File: src/rtl/imp_seq_pkg.sv
package imp_seq_pkg;
  typedef enum logic [2:0] {
    S_IDLE, S_CFG, S_WAIT, S_CMD, S_POLL, S_RES, S_STAT
  } seq_state_t;

  // register addresses used by the peripheral
  localparam logic [7:0] A_CTRL   = 8'h80;
  localparam logic [7:0] A_RST    = 8'h81;
  localparam logic [7:0] A_FSTART = 8'h82;
  localparam logic [7:0] A_FSTEP  = 8'h85;
  localparam logic [7:0] A_NINCR  = 8'h88;
  localparam logic [7:0] A_NSETL  = 8'h8A;
  localparam logic [7:0] A_STATUS = 8'h8F;
  localparam logic [7:0] A_RESULT = 8'h94;

  // command codes
  localparam logic [7:0] C_RESET  = 8'h10;
  localparam logic [7:0] C_INIT   = 8'h11;
  localparam logic [7:0] C_START  = 8'h21;
  localparam logic [7:0] C_NEXT   = 8'h31;
  localparam logic [7:0] C_REPEAT = 8'h41;
  localparam logic [7:0] C_PDOWN  = 8'hA0;
  localparam logic [7:0] C_STBY   = 8'hB0;

  localparam int BIT_VALID  = 1;
  localparam int BIT_DONE   = 2;
  localparam int FREQ_BYTES = 3;
  localparam int CNT_BYTES  = 2;
  localparam int RES_BYTES  = 4;
  localparam int FREQ_W     = FREQ_BYTES * 8;
  localparam int CNT_W      = CNT_BYTES * 8;
  localparam int CFG_LEN    = 2 + 2 * FREQ_BYTES + 2 * CNT_BYTES;
endpackage

File: src/rtl/imp_seq_cfg_sel.sv
module imp_seq_cfg_sel
  import imp_seq_pkg::*;
#(
  parameter int IDX_W = $clog2(CFG_LEN)
) (
  input  logic [IDX_W-1:0]  idx,
  input  logic              primed,
  input  logic [FREQ_W-1:0] f_start,
  input  logic [FREQ_W-1:0] f_step,
  input  logic [CNT_W-1:0]  n_incr,
  input  logic [CNT_W-1:0]  n_settle,
  output logic [7:0]        addr,
  output logic [7:0]        data
);
  localparam int B_STEP = 1 + FREQ_BYTES;
  localparam int B_INCR = B_STEP + FREQ_BYTES;
  localparam int B_SETL = B_INCR + CNT_BYTES;
  localparam int B_INIT = B_SETL + CNT_BYTES;

  always_comb begin
    int i;
    int k;
    i    = int'(idx);
    k    = 0;
    addr = A_CTRL;
    data = C_INIT;
    if (i == 0) begin
      addr = primed ? A_CTRL : A_RST;
      data = primed ? C_STBY : C_RESET;
    end else if (i < B_STEP) begin
      k    = i - 1;
      addr = A_FSTART + 8'(k);
      data = f_start[(FREQ_BYTES-1-k)*8 +: 8];
    end else if (i < B_INCR) begin
      k    = i - B_STEP;
      addr = A_FSTEP + 8'(k);
      data = f_step[(FREQ_BYTES-1-k)*8 +: 8];
    end else if (i < B_SETL) begin
      k    = i - B_INCR;
      addr = A_NINCR + 8'(k);
      data = n_incr[(CNT_BYTES-1-k)*8 +: 8];
    end else if (i < B_INIT) begin
      k    = i - B_SETL;
      addr = A_NSETL + 8'(k);
      data = n_settle[(CNT_BYTES-1-k)*8 +: 8];
    end
  end
endmodule

File: src/rtl/imp_seq_timer.sv
module imp_seq_timer #(
  parameter int W = 20
) (
  input  logic         clk,
  input  logic         rst_n,
  input  logic         load,
  input  logic [W-1:0] val,
  input  logic         en,
  output logic         zero
);
  logic [W-1:0] cnt_q;
  logic [W-1:0] cnt_d;

  always_comb begin
    cnt_d = cnt_q;
    if (load)
      cnt_d = val;
    else if (en && cnt_q != '0)
      cnt_d = cnt_q - 1'b1;
  end

  always_ff @(posedge clk or negedge rst_n) begin
    if (!rst_n) cnt_q <= '0;
    else        cnt_q <= cnt_d;
  end

  assign zero = (cnt_q == '0);


  wait_count_chk: assert property (@(posedge clk) disable iff (!rst_n)
    en && !load && !zero |=> cnt_q == $past(cnt_q) - 1'b1);
endmodule

File: src/rtl/imp_seq_capture.sv
module imp_seq_capture #(
  parameter int NB = 4,
  parameter int SW = $clog2(NB)
) (
  input  logic          clk,
  input  logic          wr_en,
  input  logic [SW-1:0] sel,
  input  logic [7:0]    din,
  output logic [NB*8-1:0] dout
);
  for (genvar g = 0; g < NB; g++) begin : g_byte
    logic [7:0] byte_q;
    always_ff @(posedge clk) begin
      if (wr_en && sel == SW'(g)) byte_q <= din;
    end
    assign dout[(NB-1-g)*8 +: 8] = byte_q;
  end
endmodule

File: src/rtl/imp_sweep_seq.sv
module imp_sweep_seq
  import imp_seq_pkg::*;
#(
  parameter int WAIT_W = 20,
  parameter int AVG_W  = 8
) (
  input  logic              clk,
  input  logic              rst_n,
  input  logic              start,
  input  logic [FREQ_W-1:0] cfg_start_freq,
  input  logic [FREQ_W-1:0] cfg_step_freq,
  input  logic [CNT_W-1:0]  cfg_points,
  input  logic [CNT_W-1:0]  cfg_settle,
  input  logic [AVG_W-1:0]  cfg_avg_reps,
  input  logic [WAIT_W-1:0] cfg_init_wait,
  output logic [7:0]        bus_addr,
  output logic [7:0]        bus_wdata,
  output logic              bus_wr,
  output logic              bus_rd,
  input  logic [7:0]        bus_rdata,
  input  logic              bus_ready,
  output logic              busy,
  output logic              res_valid,
  output logic [15:0]       res_real,
  output logic [15:0]       res_imag
);
  localparam int IDX_W = $clog2(CFG_LEN);
  localparam int BI_W  = $clog2(RES_BYTES);
  localparam logic [IDX_W-1:0] LAST_IDX = IDX_W'(CFG_LEN - 1);
  localparam logic [BI_W-1:0]  LAST_B   = BI_W'(RES_BYTES - 1);

  // reset: asserted asynchronously, released on a clock edge
  logic rst_m_q, rst_s_q;
  always_ff @(posedge clk or negedge rst_n) begin
    if (!rst_n) begin
      rst_m_q <= 1'b0;
      rst_s_q <= 1'b0;
    end else begin
      rst_m_q <= 1'b1;
      rst_s_q <= rst_m_q;
    end
  end

  seq_state_t state_q, state_d;
  logic [IDX_W-1:0] cfg_idx_q, cfg_idx_d;
  logic [BI_W-1:0]  bidx_q, bidx_d;
  logic [7:0]       cmd_q, cmd_d;
  logic [AVG_W-1:0] rep_q, rep_d;
  logic             primed_q, primed_d;
  logic             res_valid_q, res_valid_d;
  logic             accept, tmr_load, tmr_zero, cap_en, txn_done;

  logic [FREQ_W-1:0] fstart_q, fstep_q;
  logic [CNT_W-1:0]  pts_q, settle_q;
  logic [AVG_W-1:0]  avg_q;
  logic [WAIT_W-1:0] wait_q;
  logic [7:0]        cfg_addr, cfg_data;
  logic [RES_BYTES*8-1:0] res_word;

  always_ff @(posedge clk) begin
    if (accept) begin
      fstart_q <= cfg_start_freq;
      fstep_q  <= cfg_step_freq;
      pts_q    <= cfg_points;
      settle_q <= cfg_settle;
      avg_q    <= cfg_avg_reps;
      wait_q   <= cfg_init_wait;
    end
  end

  imp_seq_cfg_sel #(.IDX_W(IDX_W)) u_cfg (
    .idx(cfg_idx_q), .primed(primed_q), .f_start(fstart_q), .f_step(fstep_q),
    .n_incr(pts_q), .n_settle(settle_q), .addr(cfg_addr), .data(cfg_data)
  );

  imp_seq_timer #(.W(WAIT_W)) u_tmr (
    .clk(clk), .rst_n(rst_s_q), .load(tmr_load), .val(wait_q),
    .en(state_q == S_WAIT), .zero(tmr_zero)
  );

  imp_seq_capture #(.NB(RES_BYTES)) u_cap (
    .clk(clk), .wr_en(cap_en), .sel(bidx_q), .din(bus_rdata), .dout(res_word)
  );

  // bus drive from state
  always_comb begin
    bus_wr    = 1'b0;
    bus_rd    = 1'b0;
    bus_addr  = A_CTRL;
    bus_wdata = 8'h00;
    case (state_q)
      S_CFG:  begin bus_wr = 1'b1; bus_addr = cfg_addr; bus_wdata = cfg_data; end
      S_CMD:  begin bus_wr = 1'b1; bus_wdata = cmd_q; end
      S_POLL, S_STAT: begin bus_rd = 1'b1; bus_addr = A_STATUS; end
      S_RES:  begin bus_rd = 1'b1; bus_addr = A_RESULT + 8'(bidx_q); end
      default: ;
    endcase
  end

  assign txn_done = (bus_wr | bus_rd) & bus_ready;

  always_comb begin
    state_d     = state_q;
    cfg_idx_d   = cfg_idx_q;
    bidx_d      = bidx_q;
    cmd_d       = cmd_q;
    rep_d       = rep_q;
    primed_d    = primed_q;
    res_valid_d = 1'b0;
    accept      = 1'b0;
    tmr_load    = 1'b0;
    cap_en      = 1'b0;
    case (state_q)
      S_IDLE: if (start) begin
        accept    = 1'b1;
        cfg_idx_d = '0;
        state_d   = S_CFG;
      end
      S_CFG: if (txn_done) begin
        if (cfg_idx_q == LAST_IDX) begin
          tmr_load = 1'b1;
          state_d  = S_WAIT;
        end else begin
          cfg_idx_d = cfg_idx_q + 1'b1;
        end
      end
      S_WAIT: if (tmr_zero) begin
        cmd_d   = C_START;
        rep_d   = avg_q;
        state_d = S_CMD;
      end
      S_CMD: if (txn_done) begin
        if (cmd_q == C_PDOWN) begin
          primed_d = 1'b1;
          state_d  = S_IDLE;
        end else begin
          state_d = S_POLL;
        end
      end
      S_POLL: if (txn_done && bus_rdata[BIT_VALID]) begin
        bidx_d  = '0;
        state_d = S_RES;
      end
      S_RES: if (txn_done) begin
        cap_en = 1'b1;
        if (bidx_q == LAST_B) begin
          res_valid_d = 1'b1;
          if (rep_q != '0) begin
            rep_d   = rep_q - 1'b1;
            cmd_d   = C_REPEAT;
            state_d = S_CMD;
          end else begin
            state_d = S_STAT;
          end
        end else begin
          bidx_d = bidx_q + 1'b1;
        end
      end
      S_STAT: if (txn_done) begin
        if (bus_rdata[BIT_DONE]) begin
          cmd_d = C_PDOWN;
        end else begin
          cmd_d = C_NEXT;
          rep_d = avg_q;
        end
        state_d = S_CMD;
      end
      default: state_d = S_IDLE;
    endcase
  end

  always_ff @(posedge clk or negedge rst_s_q) begin
    if (!rst_s_q) begin
      state_q     <= S_IDLE;
      cfg_idx_q   <= '0;
      bidx_q      <= '0;
      cmd_q       <= C_START;
      rep_q       <= '0;
      primed_q    <= 1'b0;
      res_valid_q <= 1'b0;
    end else begin
      state_q     <= state_d;
      cfg_idx_q   <= cfg_idx_d;
      bidx_q      <= bidx_d;
      cmd_q       <= cmd_d;
      rep_q       <= rep_d;
      primed_q    <= primed_d;
      res_valid_q <= res_valid_d;
    end
  end

  assign busy      = (state_q != S_IDLE);
  assign res_valid = res_valid_q;
  assign res_real  = res_word[31:16];
  assign res_imag  = res_word[15:0];


  bus_excl_chk: assert property (@(posedge clk) disable iff (!rst_s_q)
    !(bus_wr && bus_rd));


  bus_hold_chk: assert property (@(posedge clk) disable iff (!rst_s_q)
    (bus_wr || bus_rd) && !bus_ready |=>
      $stable(bus_addr) && $stable(bus_wdata) && $stable(bus_wr) && $stable(bus_rd));


  res_src_chk: assert property (@(posedge clk) disable iff (!rst_s_q)
    res_valid |-> $past(bus_rd && bus_ready && bus_addr == A_RESULT + 8'd3));


  res_busy_chk: assert property (@(posedge clk) disable iff (!rst_s_q)
    res_valid |-> busy);


  pdown_end_chk: assert property (@(posedge clk) disable iff (!rst_s_q)
    $fell(busy) |-> $past(bus_wr && bus_ready && bus_addr == A_CTRL && bus_wdata == C_PDOWN));


  start_busy_chk: assert property (@(posedge clk) disable iff (!rst_s_q)
    start && !busy |=> busy);
endmodule

File: config.mk
export PLATFORM = sky130hd
export DESIGN_NAME = imp_sweep_seq
export DESIGN_NICKNAME = d
export VERILOG_FILES = /design/src/rtl/imp_seq_pkg.sv /design/src/rtl/imp_seq_cfg_sel.sv /design/src/rtl/imp_seq_timer.sv /design/src/rtl/imp_seq_capture.sv /design/src/rtl/imp_sweep_seq.sv
export SDC_FILE = /design/constraint.sdc
export NUM_CORES = 1
export LEC_CHECK = 0
export BUFFER_PORTS_ARGS = -buffer_cell sky130_fd_sc_hd__buf_2
export CORE_AREA = 2 2 160 115
export CTS_CLUSTER_DIAMETER = 60
export CTS_CLUSTER_SIZE = 14
export DETAILED_ROUTE_END_ITERATION = 12
export DIE_AREA = 0 0 162 117
export MAX_ROUTING_LAYER = met4
export PLACE_DENSITY_LB_ADDON = 0.1
export SETUP_SLACK_MARGIN = 0.5
export SYNTH_ARGS = -nofsm -noshare
export SYNTH_HDL_FRONTEND = slang
export SYNTH_SLANG_ARGS = --single-unit
File: constraint.sdc
create_clock -name clk -period 7.57 [get_ports clk]
set_input_delay 0.3785 -clock clk [delete_from_list [all_inputs] [get_ports clk]]
set_output_delay 0.3785 -clock clk [all_outputs]
set_load 0.02 [all_outputs]
# After elaboration in Yosys (flattened, before gate mapping)
# Index checks and enable logic that the tools add are counted.
[word_totals]
ff_bits = 189
output_inout_bits = 52
word_cells = 159
[classes]
addsub = 17
order_cmp = 4
eq_ne = 24
shift = 4
mux = 62
n_bitwise = 2
reduce_logical = 26
[op_table]
columns = ["op", "count"]
rows = [
  ["$mux W8", 23],
  ["$pmux W8 S3", 3],
  ["$shiftx A16 B32 Y8", 2],
  ["$shiftx A24 B32 Y8", 2],
  ["$sub A2 B29 Y29 const A", 2],
  ["$sub A3 B29 Y29 const A", 2],
  ["$mux W20", 2],
  ["$mux W3", 11],
  ["$add A8 B8 Y8 const A", 4],
  ["$ne A2 B2 Y1 const B", 13],
  ["$pmux W3 S7", 1],
  ["$logic_not A20 Y1", 1],
  ["$reduce_bool A20 Y1", 1],
  ["$sub A20 B1 Y20 const B", 1],
  ["$pmux W8 S2", 1],
  ["$mux W1", 13],
  ["$mux W4", 3],
  ["$sub A4 B3 Y5 const B", 2],
  ["$eq A3 B3 Y1 const B", 3],
  ["$reduce_and A9 Y1", 1],
  ["$add A8 B2 Y8 const A", 1],
  ["$eq A8 B8 Y1 const B", 1],
  ["$lt A4 B3 Y1 const B", 2],
  ["$lt A4 B4 Y1 const B", 2],
  ["other kinds (28)", 42],
]

# Logic depth before layout (Yosys ltp)
[logic_depth]
depth_word = 9
mapped_depth = 12
ltp_nobuf = 9

# Cells and area by module
# A second synthesis with hierarchy kept.
[hier_totals]
hier_cells = 719
area_unflattened_um2 = 9014.9
[modules_own_cells]
columns = ["module", "instances", "cells_each", "area_per_inst_um2", "seq_area_each_um2"]
rows = [
  ["imp_sweep_seq", 1, 308, 5107.4, 3896.2],
  ["imp_seq_cfg_sel", 1, 210, 1497.7, 0.0],
  ["imp_seq_timer", 1, 165, 1411.4, 500.5],
  ["imp_seq_capture", 1, 36, 998.5, 960.9],
]

# Worst setup path before layout
# No wires, ideal clock.
[synth_timing]
path_kind = "register to register"
startpoint = "reg state_q[0]"
endpoint = "reg avg_q[0] (enable)"
arrival_ps = 5646
required_time_ps = 6994
slack_ps = 1347
path_stages_with_launch = 6
n_path_buf = 1
synth_period_minus_slack_ps = 6223
cell_sequence = "dfrtp_1 inv_1 ha_1 clkbuf_1 nand2_1 nor2_1"
[synth_between]
elab_chain_cells = 2
[synth_lines]
columns = ["element", "line_no", "rtl"]
rows = [
  ["start, declared", "imp_sweep_seq.sv:44", "seq_state_t state_q, state_d;"],
  ["start signal, assigned", "imp_sweep_seq.sv:182", "state_q <= state_d;"],
  ["$logic_not A3 Y1", "imp_sweep_seq.sv:113", "case (state_q)"],
  ["$mux W1", "imp_sweep_seq.sv:113", ""],
  ["net accept", "imp_sweep_seq.sv:51", "logic accept, tmr_load, tmr_zero, cap_en, txn_done;"],
  ["end signal, assigned", "imp_sweep_seq.sv:66", "avg_q <= cfg_avg_reps;"],
  ["end, declared", "imp_sweep_seq.sv:55", "logic [AVG_W-1:0] avg_q;"],
]
# The timed path passes the listed nets, and every way through them passes these cells.
# A chain may end at the register's enable or synchronous reset.

# Worst setup path after layout
[layout_timing]
startpoint = "reg cfg_idx_q[0]"
endpoint = "out bus_wdata[5]"
[layout_between]
elab_chain_cells = 9
elab_cells_between_ends = 23
cone_classes = "8 x add/sub; 4 x order compare; 4 x shift; 6 x mux; 1 x reduce/logical"
[layout_lines]
columns = ["element", "line_no", "rtl"]
rows = [
  ["start, declared", "imp_sweep_seq.sv:45", "logic [IDX_W-1:0] cfg_idx_q, cfg_idx_d;"],
  ["start signal, assigned", "imp_sweep_seq.sv:183", "cfg_idx_q <= cfg_idx_d;"],
  ["$sub A4 B4 Y5", "imp_seq_cfg_sel.sv:43", "k = i - B_SETL;"],
  ["$sub A2 B29 Y29", "imp_seq_cfg_sel.sv:45", "data = n_settle[(CNT_BYTES-1-k)*8 +: 8];"],
  ["$shiftx A16 B32 Y8", "imp_seq_cfg_sel.sv:45", ""],
  ["$mux W8", "imp_seq_cfg_sel.sv:42", "end else if (i < B_INIT) begin"],
  ["$mux W8", "imp_seq_cfg_sel.sv:38", "end else if (i < B_SETL) begin"],
  ["$mux W8", "imp_seq_cfg_sel.sv:34", "end else if (i < B_INCR) begin"],
  ["$mux W8", "imp_seq_cfg_sel.sv:30", "end else if (i < B_STEP) begin"],
  ["$mux W8 (*)", "imp_seq_cfg_sel.sv:27", "if (i == 0) begin"],
  ["$pmux W8 S2 (*)", "imp_sweep_seq.sv:91", "case (state_q)"],
  ["end, declared", "imp_sweep_seq.sv:17", "output logic [7:0] bus_wdata,"],
]
# Mark *: on every way between the ends. The rest lies on a longest branch, timed or not.

==> impl_results.md <==
- Clock transition at path regs: 70 ps
- Final net count: 1,026
- Vias per cell: 5.80
- Tightest Pin Transition: 1140 ps
- Yosys top cell area share: 47.8%
- Clock skew: 10.2 ps
- Gr ovfl total: 0
- Reg2Reg Depth: 6
- I/O pin total: 172
- Ys flop type: edfxtp_1
- Layout cell share with drive strength beyond 1: 25.7%
- Min-delay worst type: input pin to flip-flop
- Final setup viols: 0
- Tot GR Track Use: 24.0%
- Cell mode on critical path: ha_1
- Hold_buf cts: 1
- Endpoint type of the worst setup path: output port
- Routed Antenna Nets: 0
- WP data arrival: 4680 ps
- Initial antenna violation count: 0
- CP Data Required Time: 7190 ps
- Number of CTS-inserted buffers: 17
- Root Buffer Master: clkbuf_16
- Power Density: 310 nW/um2
- Htree depth: 4
- Max-cap viol count: 0
- Final wirelength: 21.5 mm
- Reg2reg start: state_q[1]$_DFFE_PN0P_
- Clock Latency Late Sink: 430 ps
- Clock sink total: 186
- Yosys reg bits: 186
- Post-CTS Setup Inserts: 0
- Crit path launch: cfg_idx_q[0]$_DFFE_PN0P_
- Max-slew violations: 0
- Synth Instances: 725
- GPL Wtd Cong: 0.970
- Slowest-stage cell, CP: dfrtp_2
- First-pass GRT wire length: 33.3 mm
- Vias: 6,562
- CP max FO: 45
- Pre-CTS setup slack: 3040 ps
- Core box area: 17,500 um2
- Ant diodes: 0
- Cts repair resizes: 0
- Rel. slew slack: 23.6%
- Cells along the critical path: clkinv_1 -> ha_1 -> xnor2_1 -> ha_1 -> xor2_1 -> a211o_1 -> a21oi_1 -> a221oi_1 -> a211oi_1 -> buf_2
- Status: finished clean
- Fin. Hold Viols: 0
- CTS tree: yes
- Startpoint Class: flip-flop
- Die X: 162 um
- Fin crit period: 5060 ps
- Fmax: 198 MHz
- Ys Warns: 0
- Synth Cell Area: 8790 um2
- Yosys cell types: 76
- Peak supply drop: 0.131 mV
- Most frequent cells after synthesis: 140 x edfxtp_1, 66 x nand2_1, 53 x nor2_1
- Initial DRC Count: 606
- Slowest cell delay on critical path: 1010 ps
- Die Area: 19,000 um2
- Clock buffer depth: 2
- Yosys top cell by area: edfxtp_1
- Die height: 117 um
- Area growth, synth to finish: 18.3%
- Register area share after synthesis: 61.0%
- R2R Setup Slk: 4300 ps
- EDFF count, synth: 140
- Ranking of synthesized cells by area: edfxtp_1 48%, dfrtp_1 13%, mux2i_1 4.0%
- Syn Area/Cell: 12.1 um2
- Fin Setup TNS: 0 ps
- Critical path type: flip-flop to output port
- Setup WS post-layout: 2510 ps
- Wire per inst: 19.0 um
- First-pass iteration count of the detailed router: 5
- Leak Pwr: 3.85 nW
- Crit path capture: bus_wdata[5]
- Number of global-route vias before repair: 6,141
- # fillers: 1,484
- Syn_nets: 869
- R2r endpoint: u_tmr.cnt_q[12]$_DFFE_PN0P_
- Util after Layout: 59.2%
- Port bufs: 171
- Initial Util: 50.1%
- Largest net degree at the start of global routing: 57
- Top-count cell post-synth: edfxtp_1
- RSZ-0062 raised after global routing: false
- # rows: 41
- Post-DP HPWL: 15.7 mm
- Final period utilization: 66.8%
- Synth async-reset ratio: 24.7%
- # DRC: 0
## through the flow
stage	hold slack (ps)	power, mW	area (um2)	instances
floorplan	82.9	2.09	8790	725
global placement	164	2.34	9820	1098
finish	115	3.22	10400	1131
global route	91.6	3.39	10400	1131
detailed placement	167	2.37	9820	1098
CTS	95.3	3.23	10400	1131
## cells in the final DEF (no fill, tap or decap), types with 3 or more instances in the layout
master,n
o22ai_1,14
or2_2,4
o2111ai_1,4
inv_8,3
clkinvlp_4,3
clkbuf_16,17
buf_2,171
dfrtp_1,42
a22oi_1,4
ha_1,24
xnor2_1,9
nor4_1,6
o211ai_1,4
o41ai_1,3
a31oi_1,6
or3_1,3
a21oi_1,43
nor2b_1,6
nand3_1,9
or4_1,4
o2bb2ai_1,7
edfxtp_1,140
nor3_1,14
and3_1,8
nand2_1,66
o221ai_1,3
o311ai_0,6
inv_6,4
mux2i_1,35
nand4_1,6
inv_1,21
nor2_1,52
o31ai_1,4
xor2_1,11
nand2b_1,9
o21ai_0,48
a211oi_1,11
a211o_1,6
buf_4,5
## critical path, delay by kind of cell (launching register included)
| family | cells | cell delay, ps |
|---|---|---|
| DFF | 1 | 1010 |
| adders and majority gates | 2 | 740 |
| AOI/OAI and AO/OA | 4 | 1270 |
| xor gates and xnor gates | 2 | 450 |
| buffers and inverters | 2 | 760 |
## area by class of cell
| class | count | area, um2 | share of cell area [%] |
|---|---|---|---|
| clock inverters | 13 | 131 | 1.26 |
| repair buffers | 177 | 903 | 8.69 |
| flip-flops and latches | 186 | 5360 | 51.6 |
| inverters | 22 | 82.6 | 0.795 |
| well taps | 236 | 295 | 2.84 |
| clock buffers | 19 | 433 | 4.17 |
| multi-input cells | 478 | 3190 | 30.7 |
## how the worst min path moves through the flow
stage                                  endpoint  cells after the start  slack [ps]               from
after floorplan               rst_m_q$_DFF_PN0_                      0          80              rst_n
after global placement        rst_m_q$_DFF_PN0_                      1         160              rst_n
after detailed placement      rst_m_q$_DFF_PN0_                      1         170              rst_n
after CTS                 settle_q[9]$_DFFE_PP_                      1         100      cfg_settle[9]
after global routing      settle_q[2]$_DFFE_PP_                      1          90      cfg_settle[2]
final                     fstep_q[14]$_DFFE_PP_                      1         120  cfg_step_freq[14]
## kinds of logic (layout without fill, tap and decap cells)
| group | count (synthesis) | after routing | share of synthesized area, % |
|---|---|---|---|
| AND/OR/NAND/NOR | 201 | 201 | 11.5 |
| AO/OA/AOI/OAI | 195 | 195 | 14.9 |
| flip-flops | 186 | 186 | 61.0 |
| buffers and inverters | 61 | 231 | 2.88 |
| multiplexers | 37 | 37 | 4.29 |
| adder cells (fa/ha/maj) | 24 | 24 | 3.42 |
| XOR/XNOR | 20 | 20 | 1.99 |
| other | 1 | 1 | 0.0427 |
## metal layers
layer	vias up	global-route usage (%)	routed length (um)
met5	-	-	0
met4	0	6.67	333
met3	29	5.74	1590
met2	286	32.5	9010
met1	3188	35.9	10600
li1	3059	-	-
## power by group
| part | total, mW | switching, mW | internal (mW) |
|---|---|---|---|
| clock network | 0.861 | 0.398 | 0.463 |
| registers | 1.45 | 0.149 | 1.30 |
| logic | 0.918 | 0.585 | 0.333 |
## flip-flops by register name, indices dropped and copies added, names as in the netlist
signal and cells:
u_cap.g_byte.byte_q 32, fstart_q 24, fstep_q 24, u_tmr.cnt_q 20, wait_q 20, pts_q 16
settle_q 16, avg_q 8, rep_q 8, cmd_q 5, cfg_idx_q 4, state_q 3
bidx_q 2, primed_q 1, res_valid 1, rst_m_q 1, rst_s_q 1
(Power assumes the default switching activity.)
